**src/rtl/b2mon_pkg.sv**
```systemverilog
package b2mon_pkg;
  localparam int DEF_WIN_W = 24;
  localparam int DEF_ACC_W = 16;
  localparam int DEF_CNT_W = 5;
  localparam int NUM_DEFECTS = 2;

  typedef enum logic {
    DEFECT_SD = 1'b0,
    DEFECT_SF = 1'b1
  } defect_e;
endpackage

```
**src/rtl/b2_win_timer.sv**
```systemverilog
module b2_win_timer #(
  parameter int WIN_W = 24
) (
  input  logic             clk,
  input  logic             rst,
  input  logic             ms_tick,
  input  logic [WIN_W-1:0] len_in,
  output logic             win_end,
  output logic             win_idle
);
  logic [WIN_W-1:0] len_q;
  logic [WIN_W-1:0] cnt_q;

  assign win_idle = (len_q == '0);
  assign win_end  = !win_idle && ms_tick && (cnt_q == len_q - 1'b1);

  // The length is captured only at a window start.
  always_ff @(posedge clk) begin
    if (rst) begin
      len_q <= '0;
      cnt_q <= '0;
    end else if (win_idle || win_end) begin
      len_q <= len_in;
      cnt_q <= '0;
    end else if (ms_tick) begin
      cnt_q <= cnt_q + 1'b1;
    end
  end

  assert_cnt_in_window_R5: assert property (@(posedge clk) disable iff (rst)
    (len_q != '0) |-> (cnt_q < len_q));

  assert_len_held_R9: assert property (@(posedge clk) disable iff (rst)
    ($past(!win_idle) && !$past(win_end)) |-> $stable(len_q));
endmodule

```
**src/rtl/b2_err_accum.sv**
```systemverilog
module b2_err_accum #(
  parameter int ACC_W = 16,
  parameter int CNT_W = 5
) (
  input  logic             clk,
  input  logic             rst,
  input  logic             clr,
  input  logic             add_en,
  input  logic [CNT_W-1:0] add_val,
  output logic [ACC_W-1:0] total
);
  localparam int PAD_W = ACC_W + 1 - CNT_W;

  logic [ACC_W-1:0] acc_q;
  logic [ACC_W:0]   wide_sum;

  always_comb begin
    wide_sum = {1'b0, acc_q};
    if (add_en) wide_sum = {1'b0, acc_q} + {{PAD_W{1'b0}}, add_val};
    total = wide_sum[ACC_W] ? {ACC_W{1'b1}} : wide_sum[ACC_W-1:0];
  end

  always_ff @(posedge clk) begin
    if (rst || clr) acc_q <= '0;
    else            acc_q <= total;
  end

  assert_no_wrap_R7: assert property (@(posedge clk) disable iff (rst)
    (acc_q < $past(acc_q)) |-> $past(clr));
endmodule

```
**src/rtl/b2_defect_fsm.sv**
```systemverilog
module b2_defect_fsm #(
  parameter int WIN_W = 24,
  parameter int ACC_W = 16,
  parameter int CNT_W = 5
) (
  input  logic             clk,
  input  logic             rst,
  input  logic             err_valid,
  input  logic [CNT_W-1:0] err_count,
  input  logic             ms_tick,
  input  logic [WIN_W-1:0] decl_win,
  input  logic [ACC_W-1:0] decl_thr,
  input  logic [WIN_W-1:0] clr_win,
  input  logic [ACC_W-1:0] clr_thr,
  output logic             active,
  output logic             irq
);
  logic             win_end, win_idle;
  logic             next_active;
  logic [WIN_W-1:0] len_sel;
  logic [ACC_W-1:0] total;

  // The next window uses the length that belongs to the state being entered.
  assign len_sel = next_active ? clr_win : decl_win;

  b2_win_timer #(.WIN_W(WIN_W)) u_timer (
    .clk(clk), .rst(rst), .ms_tick(ms_tick), .len_in(len_sel),
    .win_end(win_end), .win_idle(win_idle)
  );

  b2_err_accum #(.ACC_W(ACC_W), .CNT_W(CNT_W)) u_accum (
    .clk(clk), .rst(rst), .clr(win_end || win_idle),
    .add_en(err_valid), .add_val(err_count), .total(total)
  );

  always_comb begin
    next_active = active;
    if (win_end) begin
      if (active) next_active = !(total < clr_thr);
      else        next_active = (total > decl_thr);
    end
  end

  always_ff @(posedge clk) begin
    if (rst) begin
      active <= 1'b0;
      irq    <= 1'b0;
    end else begin
      active <= next_active;
      irq    <= (next_active != active);
    end
  end

  assert_irq_marks_change_R8: assert property (@(posedge clk) disable iff (rst)
    irq |-> (active != $past(active)));

  assert_change_at_boundary_R5: assert property (@(posedge clk) disable iff (rst)
    (active != $past(active)) |-> $past(win_end && ms_tick));

  assert_idle_holds_R6: assert property (@(posedge clk) disable iff (rst)
    $past(win_idle) |-> $stable(active));
endmodule

```
**src/rtl/b2_defect_monitor.sv**
```systemverilog
module b2_defect_monitor
  import b2mon_pkg::*;
#(
  parameter int WIN_W = DEF_WIN_W,
  parameter int ACC_W = DEF_ACC_W,
  parameter int CNT_W = DEF_CNT_W
) (
  input  logic             clk,
  input  logic             rst,
  input  logic             err_valid,
  input  logic [CNT_W-1:0] err_count,
  input  logic             ms_tick,
  input  logic [WIN_W-1:0] sd_decl_win,
  input  logic [ACC_W-1:0] sd_decl_thr,
  input  logic [WIN_W-1:0] sd_clr_win,
  input  logic [ACC_W-1:0] sd_clr_thr,
  input  logic [WIN_W-1:0] sf_decl_win,
  input  logic [ACC_W-1:0] sf_decl_thr,
  input  logic [WIN_W-1:0] sf_clr_win,
  input  logic [ACC_W-1:0] sf_clr_thr,
  output logic             sd_defect,
  output logic             sf_defect,
  output logic             sd_irq,
  output logic             sf_irq
);
  logic [NUM_DEFECTS-1:0] flag_v;
  logic [NUM_DEFECTS-1:0] irq_v;

  for (genvar g = 0; g < NUM_DEFECTS; g++) begin : g_defect
    localparam bit IS_SF = (g == int'(DEFECT_SF));
    b2_defect_fsm #(.WIN_W(WIN_W), .ACC_W(ACC_W), .CNT_W(CNT_W)) u_fsm (
      .clk(clk), .rst(rst),
      .err_valid(err_valid), .err_count(err_count), .ms_tick(ms_tick),
      .decl_win(IS_SF ? sf_decl_win : sd_decl_win),
      .decl_thr(IS_SF ? sf_decl_thr : sd_decl_thr),
      .clr_win (IS_SF ? sf_clr_win  : sd_clr_win),
      .clr_thr (IS_SF ? sf_clr_thr  : sd_clr_thr),
      .active(flag_v[g]), .irq(irq_v[g])
    );
  end

  assign sd_defect = flag_v[DEFECT_SD];
  assign sf_defect = flag_v[DEFECT_SF];
  assign sd_irq    = irq_v[DEFECT_SD];
  assign sf_irq    = irq_v[DEFECT_SF];

  assert_irq_reset_R1: assert property (@(posedge clk)
    $past(rst) |-> (flag_v == '0 && irq_v == '0));
endmodule

```
**config.mk**
```make
export PLATFORM = sky130hd
export DESIGN_NAME = b2_defect_monitor
export DESIGN_NICKNAME = d
export VERILOG_FILES = /design/src/rtl/b2mon_pkg.sv /design/src/rtl/b2_win_timer.sv /design/src/rtl/b2_err_accum.sv /design/src/rtl/b2_defect_fsm.sv /design/src/rtl/b2_defect_monitor.sv
export SDC_FILE = /design/constraint.sdc
export NUM_CORES = 1
export LEC_CHECK = 0
export BUFFER_PORTS_ARGS = -buffer_cell sky130_fd_sc_hd__buf_4
export CAP_MARGIN = 20
export CELL_PAD_IN_SITES_DETAIL_PLACEMENT = 1
export CELL_PAD_IN_SITES_GLOBAL_PLACEMENT = 1
export CORE_MARGIN = 1
export CORE_UTILIZATION = 47
export DETAILED_ROUTE_END_ITERATION = 6
export PLACE_DENSITY_LB_ADDON = 0.05
export SYNTH_ARGS = -nofsm -noshare
export SYNTH_HDL_FRONTEND = slang
export SYNTH_HIERARCHICAL = 1
export SYNTH_SLANG_ARGS = --single-unit
```
**constraint.sdc**
```tcl
create_clock -name clk -period 10.8 [get_ports clk]
set_input_delay 2.16 -clock clk [delete_from_list [all_inputs] [get_ports clk]]
set_output_delay 2.16 -clock clk [all_outputs]
set_load 0.01 [all_outputs]
```
### Word level (Yosys, flattened, before mapping)

Index checks and enable logic that the tools add are counted.

* output and inout port bits: 4
* logic and storage cells: 50
* bits of input ports: 169
* register bits: 132

* multiplexer cells: 10
* reductions and logical operators: 16
* $add $sub $neg: 6
* magnitude comparators: 4
* equal/unequal tests: 4

Operators with widths (count)
* adder 24 x 1 -> 24 bit (second input constant): 2
* == test 24 bit: 2
* logical NOT 24 bit: 2
* 2-to-1 mux 24 bit: 2
* subtractor 24 x 1 -> 24 bit (second input constant): 2
* adder 16 x 5 -> 17 bit: 2
* 2-to-1 mux 17 bit: 2
* greater-than comparator 16 bit: 2
* less-than comparator 16 bit: 2
* 2-to-1 mux 16 bit: 2
* logical AND 1 bit: 4
* logical NOT 1 bit: 4
* logical OR 1 bit: 4
* 2-to-1 mux 1 bit: 4
* OR reduction 2 bit: 2
* != test 1 bit: 2

### Longest topological paths before layout

* depth in word-level cells: 8
* gate-level depth with buffers: 18
* gate-level depth less buffers: 16

### Cells and area by module

Netlist, hierarchy kept.

By module, submodules not included
* b2_win_timer: instances 2, area an instance 3513.4 µm², cells each 441
* b2_defect_fsm (g_defect[0].u_fsm): instances 1, area an instance 1248.7 µm², cells each 146
* b2_defect_fsm (g_defect[1].u_fsm): instances 1, area an instance 1177.4 µm², cells each 140
* b2_err_accum (g_defect[0].u_fsm.u_accum): instances 1, area an instance 1059.8 µm², cells each 134
* b2_err_accum (g_defect[1].u_fsm.u_accum): instances 1, area an instance 1017.2 µm², cells each 123

### Least setup slack after synthesis

No wires, ideal clock.

* path type: input-to-reg
* start: input port err_count[0]
* end: register g_defect[1].u_fsm.u_timer.len_q[10]
* buffers on the path: 2
* stages on the path: 17
* setup time: 0.136 ns
* required time: 10.664 ns
* path slack: 4.592 ns
* arrival: 6.072 ns
* cells stage by stage: ha_1 > fa_1 > a21oi_1 > o22ai_1 > nand3_2 > clkbuf_1 > nand2_1 > ha_1 > and3_1 > o311a_1 > o31ai_2 > nand3_1 > a221oi_4 > buf_6 > mux2_2 > a32oi_1 > o311ai_1

* longest elaborated chain between the ends: 8
* elaborated cells between the ends (all ways): 9

Ends and longest elaborated chain
* start, declared: RTL line b2_defect_monitor.sv:11 `input logic [CNT_W-1:0] err_count,`
* adder 16 x 5 -> 17 bit (*): RTL line b2_err_accum.sv:19 `if (add_en) wide_sum = {1'b0, acc_q} + {{PAD_W{1'b0}}, add_val};`
* 2-to-1 mux 17 bit (*): RTL line b2_err_accum.sv:19
* 2-to-1 mux 16 bit (*): RTL line b2_err_accum.sv:20 `total = wide_sum[ACC_W] ? {ACC_W{1'b1}} : wide_sum[ACC_W-1:0];`
* named net g_defect[1].u_fsm.total[6]: RTL line b2_defect_fsm.sv:21 `logic [ACC_W-1:0] total;`
* less-than comparator 16 bit: RTL line b2_defect_fsm.sv:39 `if (active) next_active = !(total < clr_thr);`
* logical NOT 1 bit: RTL line b2_defect_fsm.sv:39
* 2-to-1 mux 1 bit (*): RTL line b2_defect_fsm.sv:39
* 2-to-1 mux 1 bit (*): RTL line b2_defect_fsm.sv:38 `if (win_end) begin`
* 2-to-1 mux 24 bit (*): RTL line b2_defect_fsm.sv:24 `assign len_sel = next_active ? clr_win : decl_win;`
* named net g_defect[1].u_fsm.len_sel[10]: RTL line b2_defect_fsm.sv:20 `logic [WIN_W-1:0] len_sel;`
* end signal, assigned: RTL line b2_win_timer.sv:23 `len_q <= len_in;`
* end, declared: RTL line b2_win_timer.sv:11 `logic [WIN_W-1:0] len_q;`

The timed path passes the listed nets; every way through them passes the cells marked *.
A chain may end at the register's enable or synchronous reset.

### Worst setup path in the final report

* start: input port err_count[0]
* end: register g_defect[1].u_fsm.u_timer.len_q[5]

Same word-level chain as after synthesis.

==> flow_metrics.env <==
export IMPL_period_share_pct=60.49
export IMPL_core_area_um2=23750
export IMPL_synthCells=1425
export IMPL_cp_end_kind="flip-flop"
export IMPL_critPathKind="in2reg"
export IMPL_ir_worst_vdd_mv=0.1353
export IMPL_clockBufferDepth=2
export IMPL_route_vias_total=11540
export IMPL_cts_hold_buf=0
export IMPL_cts_htree_levels=4
export IMPL_synth_area_mux_share_pct=5.751
export IMPL_finalCriticalPeriod_ps=6533
export IMPL_setup_viol=0
export IMPL_drv_slew=0
export IMPL_regArea_um2=2643
export IMPL_grt_antenna_before_repair=0
export IMPL_min_delay_path_class="reg2reg"
export IMPL_grt_pass1_vias=11460
export IMPL_hpwlAfterDp_um=25700
export IMPL_rows=56
export IMPL_design_area_um2=13570
export IMPL_fmaxAchievable_ghz=0.1531
export IMPL_cts_tree="built"
export IMPL_start_util_pct=48.54
export IMPL_area_growth_synth_to_final_pct=17.70
export IMPL_tightest_slew_ps=1002
export IMPL_routed_wl_um=35000
export IMPL_drtIter0Drc=622
export IMPL_via_per_inst=6.147
export IMPL_stdcell_count=1878
export IMPL_insertion_delay_ps=430
export IMPL_ant_nets=0
export IMPL_max_stage_delay_ps=420
export IMPL_powerDensity_nw_per_um2=213.9
export IMPL_yosys_area_share_simple_pct=25.84
export IMPL_worst_ep_arrival_time_ps=6810
export IMPL_die_h_um=158.6
export IMPL_grt_ovfl_total=0
export IMPL_cts_root_buf="clkbuf_16"
export IMPL_drc=0
export IMPL_place_area_um2=12950
export IMPL_floorplan_die_area_um2=25160
export IMPL_max_slew_margin_rel_pct=32.97
export IMPL_ys_flop_type="dfxtp_1"
export IMPL_placed_cells=1846
export IMPL_ys_types=85
export IMPL_netlist_area_um2=11530
export IMPL_nets=1795
export IMPL_clock_sinks=132
export IMPL_multi_input_area_um2=8180
export IMPL_cts_setup_buffers=0
export IMPL_grt_pass1_wl_um=57310
export IMPL_mostFrequentLayoutCell="buf_4"
export IMPL_grt_setup_unrepaired="no"
export IMPL_synthAdderAreaFrac_pct=8.812
export IMPL_synth_xor_area_share_pct=8.812
export IMPL_worstPathRequired_ps=11080
export IMPL_num_antenna_cells=0
export IMPL_cts_resized=0
export IMPL_cts_inserted_buffers=17
export IMPL_finClkSkew_ps=9.683
export IMPL_p_leak_uw=0.005598
export IMPL_finalHoldViolCount=0
export IMPL_yosys_warnings=6
export IMPL_async_reset_ff_share_pct=0
export IMPL_start_kind="input pin"
export IMPL_synth_compound_area_share_pct=21.58
export IMPL_fill_cells=2887
export IMPL_yosysSeqAreaShare_pct=22.92
export IMPL_gp_congestion=0.8364
export IMPL_worstPathMaxFanout=25
export IMPL_slowest_stage="mux2_2"
export IMPL_io_buffers=172
export IMPL_die_x_um=158.6
export IMPL_ys_ff_latch=132
export IMPL_grt_max_degree=60
export IMPL_syn_avg_cell_area_um2=8.091
export IMPL_drive_above_1_share_pct=20.14
export IMPL_synth_edf_count=0
export IMPL_synth_top_family_by_area="simple AND/OR/NAND/NOR gates"
export IMPL_status="finished clean"
export IMPL_wl_per_cell_um=18.64
export IMPL_path_clk_slew_ps=60
export IMPL_cp_cell_sequence="buf_4, ha_1, fa_1, a21oi_1, o22ai_1, nand3_2, and2_1, nand2_1, ha_1, and4_1, nand4_1, o311ai_1, nor2_1, a221oi_4, buf_4, mux2_2, a32oi_1, o311ai_1"
export IMPL_grt_use_total_pct=28.21
export IMPL_synth_nets=1674
export IMPL_first_pass_iters=5
export IMPL_cap_violations=0
export IMPL_postLayoutCoreUtil_pct=57.13
export IMPL_num_io_pins=173
export IMPL_final_cell_mix="185 x buf_4, 132 x dfxtp_1, 128 x nand2_1"
export IMPL_fin_tns_setup_ps=0
[kinds of logic (layout without fill, tap and decap cells)]
kind of cell             after synthesis  after routing
AND/OR/NAND/NOR                      537            537
adder cells (fa/ha/maj)               80             80
buffers and inverters                168            302
flip-flops                           132            132
AO/OA/AOI/OAI                        339            339
XOR/XNOR                             116            116
multiplexers                          53             53
[layout make-up]
type                    count  share of cell area, %
inverters                  84                  2.323
clock inverters            13                  1.282
multi-input cells        1125                  60.28
repair buffers            186                  10.44
flip-flops and latches    132                  19.47
clock buffers              19                  3.264
well taps                 319                  2.941
[flip-flops by register name, indices dropped and copies added, names as in the netlist]
signal	cells
g_defect.u_fsm/irq	2
g_defect.u_fsm/u_accum/acc_q	32
g_defect.u_fsm/active	2
g_defect.u_fsm/u_timer/len_q	48
g_defect.u_fsm/u_timer/cnt_q	48
[worst max-delay path, delay by kind of cell]
kind	cells	cell delay (ps)
AO/OA/AOI/OAI	6	1620
adder cells (fa/ha/maj)	3	930
buffers and inverters	2	470
multiplexers	1	420
AND/OR/NAND/NOR	6	1180
[final timing paths]
| kind | start | to | slack, ps | depth (start not counted) |
|---|---|---|---|---|
| hold reg to reg | g_defect[1].u_fsm/u_accum/acc_q[3] | g_defect[1].u_fsm/u_accum/acc_q[3] | 550 | 2 |
| hold / removal | g_defect[1].u_fsm/u_accum/acc_q[3] | g_defect[1].u_fsm/u_accum/acc_q[3] | 550 | 2 |
| setup / recovery | err_count[0] | g_defect[1].u_fsm/u_timer/len_q[5] | 4270 | 18 |
| setup reg to reg | g_defect[1].u_fsm/u_timer/len_q[17] | g_defect[1].u_fsm/u_timer/len_q[5] | 5370 | 16 |
[metrics by stage]
stage	hold WS, ps	setup slack, ps	total power (uW)
finish	551.3	4267	2903
global route	596.6	3958	3100
floorplan	491.2	4592	1848
global placement	520.7	3743	2206
detailed placement	528.6	3874	2257
CTS	550.9	4296	2893
[layer usage]
layer	vias up	part of all wire (%)	global-route usage, %
met4	0	1.1	7.280
met2	299	46	46.28
li1	5593	-	-
met1	5614	49	38.96
met5	-	0	0
met3	38	4.5	3.321
[where the power goes]
group / leakage (uW) / switching [uW] / internal, uW
clock network: 0.000296 / 246 / 373
logic: 0.00423 / 992 / 604
registers: 0.00107 / 126 / 561
[synth_stat cells, types with 5 or more instances]
cell type    n  area share (%)
nand4_1     30             1.6
inv_1       84             2.7
dfxtp_1    132              23
a31oi_1     15            0.81
ha_1        78             8.5
nor4_2       5            0.54
or3_1       14            0.76
and3_1      15            0.81
nor3b_1     13            0.85
and4_1      12            0.91
o211ai_1     8            0.52
o21ai_0     72             3.1
mux2_4      19             2.5
nor2_1      60             2.0
or4_1       13            0.85
nand2b_1     6            0.33
nor4_1      34             1.8
buf_2        9            0.39
a21oi_1     56             2.4
a211oi_1     7            0.46
mux2_1       8            0.78
nand3_1     49             2.1
nand2_1    128             4.2
xnor2_1     61             4.6
a32oi_1     49             3.7
or2_2        7            0.38
o311ai_1    49             3.7
nor2b_1     46             2.5
clkbuf_1    61             2.0
o2111ai_1    8            0.61
mux2_2      22             2.1
nor3_1      67             2.9
buf_6       11             1.1
or4_4        5            0.49
xor2_1      55             4.2
o31ai_1     14            0.91
(Power assumes the default switching activity.)
